### config.mk
export PLATFORM = sky130hd
export DESIGN_NAME = audclk_divchain
export DESIGN_NICKNAME = d
export VERILOG_FILES = /design/src/rtl/acd_pkg.sv /design/src/rtl/acd_stage_cnt.sv /design/src/rtl/audclk_divchain.sv
export SDC_FILE = /design/constraint.sdc
export NUM_CORES = 1
export LEC_CHECK = 0
export BUFFER_PORTS_ARGS = -buffer_cell sky130_fd_sc_hd__buf_2
export CAP_MARGIN = 20
export CORE_ASPECT_RATIO = 0.8
export CORE_UTILIZATION = 45
export CTS_CLUSTER_SIZE = 8
export DETAILED_ROUTE_END_ITERATION = 10
export HOLD_SLACK_MARGIN = 0.05
export PLACE_DENSITY = 0.74
export SKIP_LAST_GASP = 1
export SLEW_MARGIN = 15
export SYNTH_ARGS = -nofsm -noshare
export SYNTH_HDL_FRONTEND = slang
export SYNTH_SLANG_ARGS = --single-unit
### constraint.sdc
create_clock -name clk -period 3.58 [get_ports clk]
set_input_delay 0.179 -clock clk [delete_from_list [all_inputs] [get_ports clk]]
set_output_delay 0.179 -clock clk [all_outputs]
set_load 0.005 [all_outputs]
### src/rtl/acd_pkg.sv
`timescale 1ns/1ps
package acd_pkg;
    // Direction of the master-clock pad
    typedef enum logic {
        PAD_INPUT  = 1'b0,
        PAD_OUTPUT = 1'b1
    } pad_dir_e;
endpackage

### src/rtl/acd_stage_cnt.sv
`timescale 1ns/1ps
// One counting stage of the divider cascade: advances on en, returns to
// zero on wrap or on a synchronous clear.
module acd_stage_cnt #(
    parameter int W = 4
) (
    input  logic         clk,
    input  logic         rst_n,
    input  logic         clr,
    input  logic         en,
    input  logic         wrap,
    output logic [W-1:0] cnt
);
    logic [W-1:0] cnt_d, cnt_q;

    always_comb begin
        cnt_d = cnt_q;
        if (clr) begin
            cnt_d = '0;
        end else if (en) begin
            cnt_d = wrap ? '0 : cnt_q + W'(1);
        end
    end

    always_ff @(posedge clk) begin
        if (!rst_n) begin
            cnt_q <= '0;
        end else begin
            cnt_q <= cnt_d;
        end
    end

    assign cnt = cnt_q;
endmodule

### src/rtl/audclk_divchain.sv
`timescale 1ns/1ps
module audclk_divchain
    import acd_pkg::*;
#(
    parameter int MAIN_W   = 8,
    parameter int FINE_W   = 4,
    parameter int PRE_LOG2 = 3
) (
    input  logic              clk,
    input  logic              rst_n,
    input  logic              cfg_div8,
    input  logic [MAIN_W-1:0] cfg_main_div,
    input  logic [FINE_W-1:0] cfg_fine_div,
    input  logic              cfg_bypass,
    input  logic              cfg_mclk_dir,
    input  logic              mclk_pad_i,
    output logic              mclk_pad_o,
    output logic              mclk_pad_oe,
    output logic              mclk_o,
    output logic              bclk_o
);
    // fine counter spans 2F master half-periods; compare needs one more bit
    localparam int FC_W = FINE_W + 1;
    localparam int HI_W = FINE_W + 2;

    typedef struct packed {
        logic              div8;
        logic [MAIN_W-1:0] main;
        logic [FINE_W-1:0] fine;
        logic              byp;
    } shadow_t;

    typedef struct packed {
        logic    run;
        logic    hck;
        logic    bclk;
        shadow_t sh;
    } state_t;

    state_t            st_d, st_q;
    pad_dir_e          dir;
    logic              dir_out;
    logic              pre_wrap, pre_tick;
    logic [MAIN_W-1:0] main_cnt;
    logic              main_wrap, main_tick;
    logic [FC_W-1:0]   fine_cnt, fine_last;
    logic              fine_wrap, fine_step;
    logic [HI_W-1:0]   fine_nxt, hi_lim;
    logic              load, chain_clr;
    logic              chain_clk;

    assign dir     = pad_dir_e'(cfg_mclk_dir);
    assign dir_out = (dir == PAD_OUTPUT);

    // ---------------- stage 1: prescaler ----------------
    generate
        if (PRE_LOG2 > 0) begin : g_pre
            logic [PRE_LOG2-1:0] pre_cnt, pre_last;
            assign pre_last = st_q.sh.div8 ? '1 : '0;
            assign pre_wrap = (pre_cnt == pre_last);
            acd_stage_cnt #(.W(PRE_LOG2)) u_pre (
                .clk  (clk),
                .rst_n(rst_n),
                .clr  (chain_clr),
                .en   (st_q.run),
                .wrap (pre_wrap),
                .cnt  (pre_cnt)
            );
        end else begin : g_nopre
            assign pre_wrap = 1'b1;
        end
    endgenerate

    assign pre_tick = st_q.run & pre_wrap;

    // ---------------- stage 2: main divider ----------------
    assign main_wrap = (main_cnt == st_q.sh.main);
    assign main_tick = pre_tick & main_wrap;

    acd_stage_cnt #(.W(MAIN_W)) u_main (
        .clk  (clk),
        .rst_n(rst_n),
        .clr  (chain_clr),
        .en   (pre_tick),
        .wrap (main_wrap),
        .cnt  (main_cnt)
    );

    // ---------------- stage 4: fine divider ----------------
    // normal: counts master half-periods, 2F per bit period
    // bypass: counts reference cycles, F per bit period
    assign fine_step = st_q.run & (st_q.sh.byp | main_tick);
    assign fine_last = st_q.sh.byp ? {1'b0, st_q.sh.fine} : {st_q.sh.fine, 1'b1};
    assign fine_wrap = (fine_cnt == fine_last);
    assign fine_nxt  = HI_W'(fine_cnt) + HI_W'(1);
    assign hi_lim    = st_q.sh.byp ? HI_W'((HI_W'(st_q.sh.fine) + HI_W'(2)) >> 1)
                                   : HI_W'(st_q.sh.fine) + HI_W'(1);

    acd_stage_cnt #(.W(FC_W)) u_fine (
        .clk  (clk),
        .rst_n(rst_n),
        .clr  (chain_clr),
        .en   (fine_step),
        .wrap (fine_wrap),
        .cnt  (fine_cnt)
    );

    // reload settings at each bit-clock rising edge
    assign load      = dir_out & (~st_q.run | (fine_step & fine_wrap));
    assign chain_clr = load | ~dir_out;

    always_comb begin
        st_d = st_q;
        if (!dir_out) begin
            st_d.run  = 1'b0;
            st_d.hck  = 1'b0;
            st_d.bclk = 1'b0;
        end else if (load) begin
            st_d.run     = 1'b1;
            st_d.hck     = 1'b1;
            st_d.bclk    = 1'b1;
            st_d.sh.div8 = cfg_div8;
            st_d.sh.main = cfg_main_div;
            st_d.sh.fine = cfg_fine_div;
            st_d.sh.byp  = cfg_bypass;
        end else begin
            // stage 3: fixed divide-by-2
            if (main_tick) begin
                st_d.hck = ~st_q.hck;
            end
            if (fine_step) begin
                st_d.bclk = (fine_nxt < hi_lim);
            end
        end
    end

    always_ff @(posedge clk) begin
        if (!rst_n) begin
            st_q <= '0;
        end else begin
            st_q <= st_d;
        end
    end

    // ---------------- outputs ----------------
    always_comb begin
        chain_clk = st_q.run & (st_q.sh.byp ? clk : st_q.hck);
        bclk_o    = st_q.run & ((st_q.sh.byp && (st_q.sh.fine == '0)) ? clk : st_q.bclk);
    end

    assign mclk_pad_o  = chain_clk;
    assign mclk_pad_oe = dir_out;
    assign mclk_o      = dir_out ? chain_clk : mclk_pad_i;
endmodule

==> Word level (Yosys, flattened, before mapping) <==
Cells that the tools add are included.
{ "op_classes": {"add_sub_neg": 6, "order_cmp": 1, "n_eq_ne": 3, "mux": 12, "bitwise": 14, "n_reduce_logical": 7} }
{ "ops": {"columns": ["cell", "count"], "rows": [
  ["$mux 5", 3],
  ["$add 8x1->8 const B", 1],
  ["$eq 8x8->1", 1],
  ["$mux 8", 1],
  ["$and 1x1->1", 7],
  ["$add 5x1->6 const B", 1],
  ["$lt 6x5->1", 1],
  ["$mux 3", 2],
  ["$add 4x1->5 const B", 1],
  ["$add 4x2->5 const B", 1],
  ["$add 5x1->5 const B", 1],
  ["$eq 5x5->1", 1],
  ["$mux 1", 5],
  ["$logic_not 4->1", 1],
  ["$not 1->1", 4],
  ["$reduce_and 2->1", 2],
  ["$reduce_bool 2->1", 2],
  ["$add 3x1->3 const B", 1],
  ["$eq 3x3->1", 1],
  ["$or 1x1->1", 3],
  ["$mux 2", 1],
  ["$reduce_or 2->1", 1],
  ["$logic_and 1x1->1", 1]
]} }
{ "word_totals": {"ff_bits": 33, "input_bits": 18, "output_inout_bits": 4, "word_cells": 53} }

==> Longest topological paths before layout <==
Gate-level depths: netlist of run 1.
{ "depth": {"depth_word": 11, "depth_mapped": 11, "ltp_nobuf": 10} }

==> By module <==
A second synthesis of run 1 with hierarchy kept.
{ "unflattened": {"cells_unflattened": 235, "area_unflattened_um2": 2080.7} }
{ "by_module_without_submodules": {"columns": ["module", "instances", "cells_each", "area_per_inst_um2", "seq_area_each_um2"], "rows": [
  ["audclk_divchain", 1, 157, 1348.8, 340.3],
  ["acd_stage_cnt at u_main", 1, 39, 355.3, 160.2],
  ["acd_stage_cnt at u_fine", 1, 24, 222.7, 100.1],
  ["acd_stage_cnt at g_pre.u_pre", 1, 15, 153.9, 60.1]
]} }

==> results.sh, run 1 <==
export IMPL_drive_gt1_share_pct=18.6
export IMPL_relSlewSlack_pct=50.5
export IMPL_endpoint_kind="output port"
export IMPL_clk_pin_slew_worst_paths_ns=0.06
export IMPL_grt_overflow=0
export IMPL_crit_path_start_kind="clock port"
export IMPL_grt_pass1_vias=1617
export IMPL_syn_inst=222
export IMPL_synth_top_area_share_pct=34.9
export IMPL_cts_tree="built"
export IMPL_tns_ns=0
export IMPL_postLayoutCoreUtil_pct=61.6
export IMPL_via_count=1715
export IMPL_setup_violations=0
export IMPL_arrival_ns=3.31
export IMPL_grt_pass1_wl_mm=7.42
export IMPL_cts_resized=0
export IMPL_grt_max_degree=30
export IMPL_synth_warnings=0
export IMPL_synth_area_leaders="dfxtp_1, xnor2_1, ha_1"
export IMPL_crit_top_cell="clkbuf_8"
export IMPL_port_buffers=21
export IMPL_finalHoldViolations=0
export IMPL_skew_ns=0.00316
export IMPL_fp_coreArea_mm2=0.00390
export IMPL_nFillCells=326
export IMPL_dieArea_mm2=0.00447
export IMPL_power_density_mw_per_mm2=433
export IMPL_slowest_delay_ns=0.26
export IMPL_syn2layout_area_growth_pct=26.9
export IMPL_rows=20
export IMPL_cp_slowest_cell="mux2_2"
export IMPL_dr_pass1_iters=4
export IMPL_ios=22
export IMPL_crit_buf_inv=8
export IMPL_cp_required_ns=3.40
export IMPL_path_delay_family="buffers and inverters"
export IMPL_place_inst=287
export IMPL_ys_types=42
export IMPL_status="finished clean"
export IMPL_synth_seq_area_share_pct=34.9
export IMPL_syn_nets=250
export IMPL_seqCellArea_um2=661
export IMPL_finalNonFillerCells=319
export IMPL_dp_hpwl_mm=2.67
export IMPL_first_iter_violations=141
export IMPL_yosysTopAreaCell="dfxtp_1"
export IMPL_crit_chain="clkbuf_8 -> clkbuf_8 -> clkbuf_8 -> clkbuf_8 -> clkbuf_8 -> mux2i_1 -> nor2b_1 -> clkbuf_8 -> clkbuf_8 -> mux2_2 -> buf_2"
export IMPL_hold_path_class="in -> reg"
export IMPL_fp_dieH_um=60.0
export IMPL_drc=0
export IMPL_p_leak_nw=0.923
export IMPL_postRouteAntennaNets=0
export IMPL_slew_viol_final=0
export IMPL_via_per_inst=5.38
export IMPL_layout_nets=290
export IMPL_tightest_slew_ns=0.742
export IMPL_gp_congestion=0.819
export IMPL_wirelength_mm=4.50
export IMPL_rsz0062_at_grt="false"
export IMPL_ir_drop_v=0.000307
export IMPL_start_util_pct=48.5
export IMPL_wire_per_inst_um=14.1
export IMPL_syn_cell_area_mm2=0.00189
export IMPL_die_w_um=74.5
export IMPL_postSynthAreaPerCell_um2=8.53
export IMPL_clock_latency_ns=0.39
export IMPL_grt_antenna_before_repair=0
export IMPL_n_antenna_cell=0
export IMPL_maxCapViolCount=0
export IMPL_grt_usage_pct=23.9
export IMPL_crit_type="clk -> out"
export IMPL_synth_seq_cells=33
export IMPL_path_max_fanout=2
export IMPL_multi_input_area_mm2=0.00118
path summary, 6_finish.rpt:
kind	from	to	slack (ns)	cells past startpoint
max	clk	mclk_o	0.09	11
max reg2reg	st_q[0]	u_main.cnt[0]	0.81	6
min reg2reg	st_q[5]	st_q[5]	0.48	2
min	cfg_bypass	st_q[0]	0.13	4
power breakdown:
part           total (W)  leakage [nW]  internal (W)  switching (W)
sequential      0.000399         0.269      0.000379      0.0000196
clock           0.000537         0.153      0.000350       0.000187
combinational   0.000105         0.501     0.0000503      0.0000550
sequential cells by signal, summed over array words and instances, names as in the netlist:
name and count:
u_main.cnt 8, u_fine.cnt 5, g_pre.u_pre.cnt 3, st_q 17
synthesized netlist by cell type (all sizes together):
cell type and number:
dfxtp 33, nand2 27, nand3 23, o21ai 18, xnor2 15, nor2 13, a21oi 12, ha 10
xor2 9, mux2i 7, buf 6, clkbuf 5, inv 5, nand4b 4, nor3 4, and4 3
nand4 3, nor2b 3, a21boi 2, a21o 2, a41oi 2, mux2 2, or2 2, a211o 1
a311oi 1, a31o 1, a32oi 1, and2 1, and3 1, nand3b 1, nor4 1, nor4bb 1
o211ai 1, o21a 1, o31ai 1
cell families (layout without fill, tap and decap cells):
family / Yosys count / count (layout) / synth area share [%]
compound gates: 43 / 43 / 14.8
mux: 9 / 9 / 5.55
fa+ha+maj: 10 / 10 / 6.61
flops: 33 / 33 / 34.9
xor+xnor: 24 / 24 / 11.1
simple gates: 87 / 87 / 23.2
buf+inv: 16 / 58 / 3.90
what timing repair did:
| action | CTS | global route |
|---|---|---|
| setup buffers | 0 | 0 |
| hold buffers | 13 | 0 |
| endpoints found under the hold margin | 13 | 0 |
| endpoints found under the setup margin | 0 | 0 |
placed cells by master, fill, tap and decap left out, types with 2 or more instances in the layout:
cell	instances
nor2_1	13
mux2i_1	6
nor3_1	4
a21o_1	2
clkbuf_8	17
o21ai_1	7
nor2b_1	3
buf_2	21
dfxtp_1	33
nand3_1	23
ha_1	10
inv_1	5
dlygate4sd3_1	13
and4_1	3
a21oi_1	12
xnor2_1	15
nand2_1	27
nand4b_1	4
nand4_1	3
xor2_1	9
mux2_2	2
o21ai_0	11
metal layers:
layer	track usage, %	routed length (um)	vias up
met5	0	0	-
met4	14.3	99	0
met3	11.0	323	17
met2	32.3	2070	74
met1	30.8	2010	758
li1	-	-	866
cell type report:
cell class | count | share of cell area (%)
multi-input combinational | 173 | 49.0
sequential | 33 | 27.5
timing repair buffer | 31 | 9.16
clock buffer | 21 | 10.5
inverter | 5 | 0.780
tap | 55 | 2.86
clock inverter | 1 | 0.208
metrics by stage:
stage / worst slack (ns) / total power [W] / hold slack, ns / cell area, um^2
floorplan: 1.16 / 0.000478 / 0.312 / 1890
global placement: 0.819 / 0.000501 / 0.417 / 2020
detailed placement: 0.738 / 0.000504 / 0.417 / 2020
CTS: 0.0336 / 0.00104 / 0.124 / 2390
global route: 0.0613 / 0.00108 / 0.137 / 2400
finish: 0.0868 / 0.00104 / 0.125 / 2400
tightest hold or removal path: cells and delay by family:
kind / cells / cell delay [ns]
AO/OA/AOI/OAI: 1 / 0.06
buffers and inverters: 2 / 0.14
AND/OR/NAND/NOR: 1 / 0.10
Note: power is estimated with default switching activity, not from simulation.
==> run 2, diff against run 1 <==
--- a/config.mk
+++ b/config.mk
@@ -12,7 +12,7 @@
 export CTS_CLUSTER_SIZE = 8
 export DETAILED_ROUTE_END_ITERATION = 10
 export HOLD_SLACK_MARGIN = 0.05
-export PLACE_DENSITY = 0.74
+export PLACE_DENSITY_LB_ADDON = 0.25
 export SKIP_LAST_GASP = 1
 export SLEW_MARGIN = 15
 export SYNTH_ARGS = -nofsm -noshare
==> run 2 against run 1 <==
Compared with the run above: clock-buffer cell count unchanged; design area shrank 0.16%; flip-flop and latch count stayed put; sequential share of layout area is essentially flat; utilization decreased by 0.096 points; worst hold slack gained 0.011 ns; largest power group unchanged; combinational power about the same; total power is 0.91% lower; register-to-register slack improved by 0.14 ns; non-clock buffer count increased by 1; largest cell class unchanged; setup slack better by 0.0033 ns; final cell count grew 0.31%.
==> results.sh, run 2 (same netlist as run 1, synthesis figures left out) <==
export IMPL_status="finished clean"
export IMPL_cp_required_ns=3.40
export IMPL_grt_pass1_wl_mm=6.79
export IMPL_grt_max_degree=29
export IMPL_endpoint_kind="output port"
export IMPL_grt_antenna_before_repair=0
export IMPL_via_per_inst=5.16
export IMPL_grt_usage_pct=21.6
export IMPL_dieArea_mm2=0.00447
export IMPL_p_seq_share_pct=38.5
export IMPL_p_leak_nw=0.927
export IMPL_largest_reg_flops=17
export IMPL_design_area_mm2=0.00240
export IMPL_nFillCells=352
export IMPL_clkPwrFrac_pct=51.5
export IMPL_cts_tree="built"
export IMPL_ios=22
export IMPL_grt_pass1_vias=1547
export IMPL_n_antenna_cell=0
export IMPL_p_int_w=0.000779
export IMPL_finalHoldViolations=0
export IMPL_rsz0062_at_grt="false"
export IMPL_cts_resized=0
export IMPL_via_count=1650
export IMPL_clk_pin_slew_worst_paths_ns=0.06
export IMPL_top_layer_used="met4"
export IMPL_seqCellArea_um2=661
export IMPL_gp_congestion=0.815
export IMPL_first_iter_violations=139
export IMPL_final_cell_mix="dfxtp_1, nand2_1, nand3_1"
export IMPL_start_util_pct=48.5
export IMPL_cp_endpoint="mclk_o"
export IMPL_dr_pass1_iters=4
export IMPL_layout_nets=291
export IMPL_r2r_start="st_q[0]"
export IMPL_crit_top_cell="clkbuf_8"
export IMPL_hold_buffers=13
export IMPL_die_w_um=74.5
export IMPL_drive_gt1_share_pct=18.9
export IMPL_crit_type="clk -> out"
export IMPL_fp_coreArea_mm2=0.00390
export IMPL_slowest_delay_ns=0.25
export IMPL_drc=0
export IMPL_swShare_pct=24.4
export IMPL_arrival_ns=3.31
export IMPL_grt_overflow=0
export IMPL_path_max_fanout=2
export IMPL_syn2layout_area_growth_pct=26.8
export IMPL_clock_latency_ns=0.39
export IMPL_reg2reg_depth=7
export IMPL_wl_met2_mm=1.65
export IMPL_maxCapViolCount=0
export IMPL_startpoint="clk"
export IMPL_met1Wirelength_mm=2.12
export IMPL_setup_violations=0
export IMPL_ir_drop_v=0.000260
export IMPL_reg2reg_to="st_q[6]"
export IMPL_skew_ns=0.00722
export IMPL_dr_wl_met3_um=148
export IMPL_rows=20
export IMPL_postRouteAntennaNets=0
export IMPL_hold_path_class="in -> reg"
export IMPL_power_density_mw_per_mm2=429
export IMPL_regMostFlops="st_q"
export IMPL_cp_slowest_cell="mux2_2"
export IMPL_tightest_slew_ns=0.694
export IMPL_slew_viol_final=0
export IMPL_finalNonFillerCells=320
export IMPL_final_common_cell="dfxtp_1"
export IMPL_pwr_share_comb_pct=10.0
export IMPL_crit_chain="clkbuf_8 -> clkbuf_8 -> clkbuf_8 -> clkbuf_8 -> clkbuf_8 -> mux2i_1 -> nor2b_1 -> clkbuf_8 -> clkbuf_8 -> mux2_2 -> buf_2"
export IMPL_crit_path_start_kind="clock port"
export IMPL_fp_dieH_um=60.0
export IMPL_tns_ns=0
export IMPL_relSlewSlack_pct=53.7
export IMPL_ff2ff_setup_slack_ns=0.95
export IMPL_wire_per_inst_um=12.6
export IMPL_dp_hpwl_mm=2.64
export IMPL_place_inst=288
export IMPL_cts_setup_buffers=0
export IMPL_p_switching_w=0.000252
export IMPL_placed_cell_area_mm2=0.00203
export IMPL_port_buffers=21
export IMPL_wirelength_mm=4.05
export IMPL_multi_input_area_mm2=0.00117
run 2: cell count changes in the layout (fill, tap and decap cells not counted):
| cell | previous run | this run |
|---|---|---|
| a41oi_4 | 1 | 0 |
| a41oi_2 | 0 | 1 |
| buf_4 | 0 | 1 |
run 2: worst min path at each step:
stage,startpoint,endpoint,slack (ns),depth (start not counted)
after floorplan,cfg_main_div[5],st_q[10],0.31,2
after global placement,clk,bclk_o,0.42,3
after detailed placement,clk,bclk_o,0.42,3
after CTS,cfg_mclk_dir,st_q[15],0.13,3
after global routing,cfg_mclk_dir,st_q[15],0.16,3
final,cfg_mclk_dir,st_q[14],0.14,3
run 2: worst max-delay path, delay by kind of cell:
kind	cells	cell delay [ns]
buf+inv	8	0.99
mux	2	0.45
simple gates	1	0.08
run 2: power by group through the flow:
stage / registers, W / logic, W / clock network, W
final: 0.000397 / 0.000103 / 0.000531
after global routing: 0.000399 / 0.000115 / 0.000564
after CTS: 0.000397 / 0.000102 / 0.000539
after detailed placement: 0.000405 / 0.0000911 / 0.00000752
after global placement: 0.000405 / 0.0000902 / 0.00000753
after floorplan: 0.000396 / 0.0000767 / 0.00000588
run 2: layout make-up:
type / count / area share, %
Multi-Input combinational cell: 173 / 48.6
Sequential cell: 33 / 27.5
Clock buffer: 21 / 10.5
Timing Repair Buffer: 32 / 9.48
Tap cell: 55 / 2.87
Inverter: 5 / 0.782
Clock inverter: 1 / 0.208
run 2: stage by stage:
step / hold WS, ns / utilization [%] / total power [W] / worst slack (ns)
after floorplan: 0.312 / - / 0.000478 / 1.16
after global placement: 0.417 / 52.0 / 0.000503 / 0.983
after detailed placement: 0.417 / 52.0 / 0.000504 / 0.950
after CTS: 0.127 / 61.5 / 0.00104 / 0.0525
after global routing: 0.159 / 61.5 / 0.00108 / 0.0443
final: 0.136 / 61.5 / 0.00103 / 0.0901
run 2: metal layers:
layer	global-route usage [%]	vias to the layer above
met4	18.3	0
li1	-	867
met2	27.5	41
met3	8.09	16
met5	0	-
met1	28.1	726
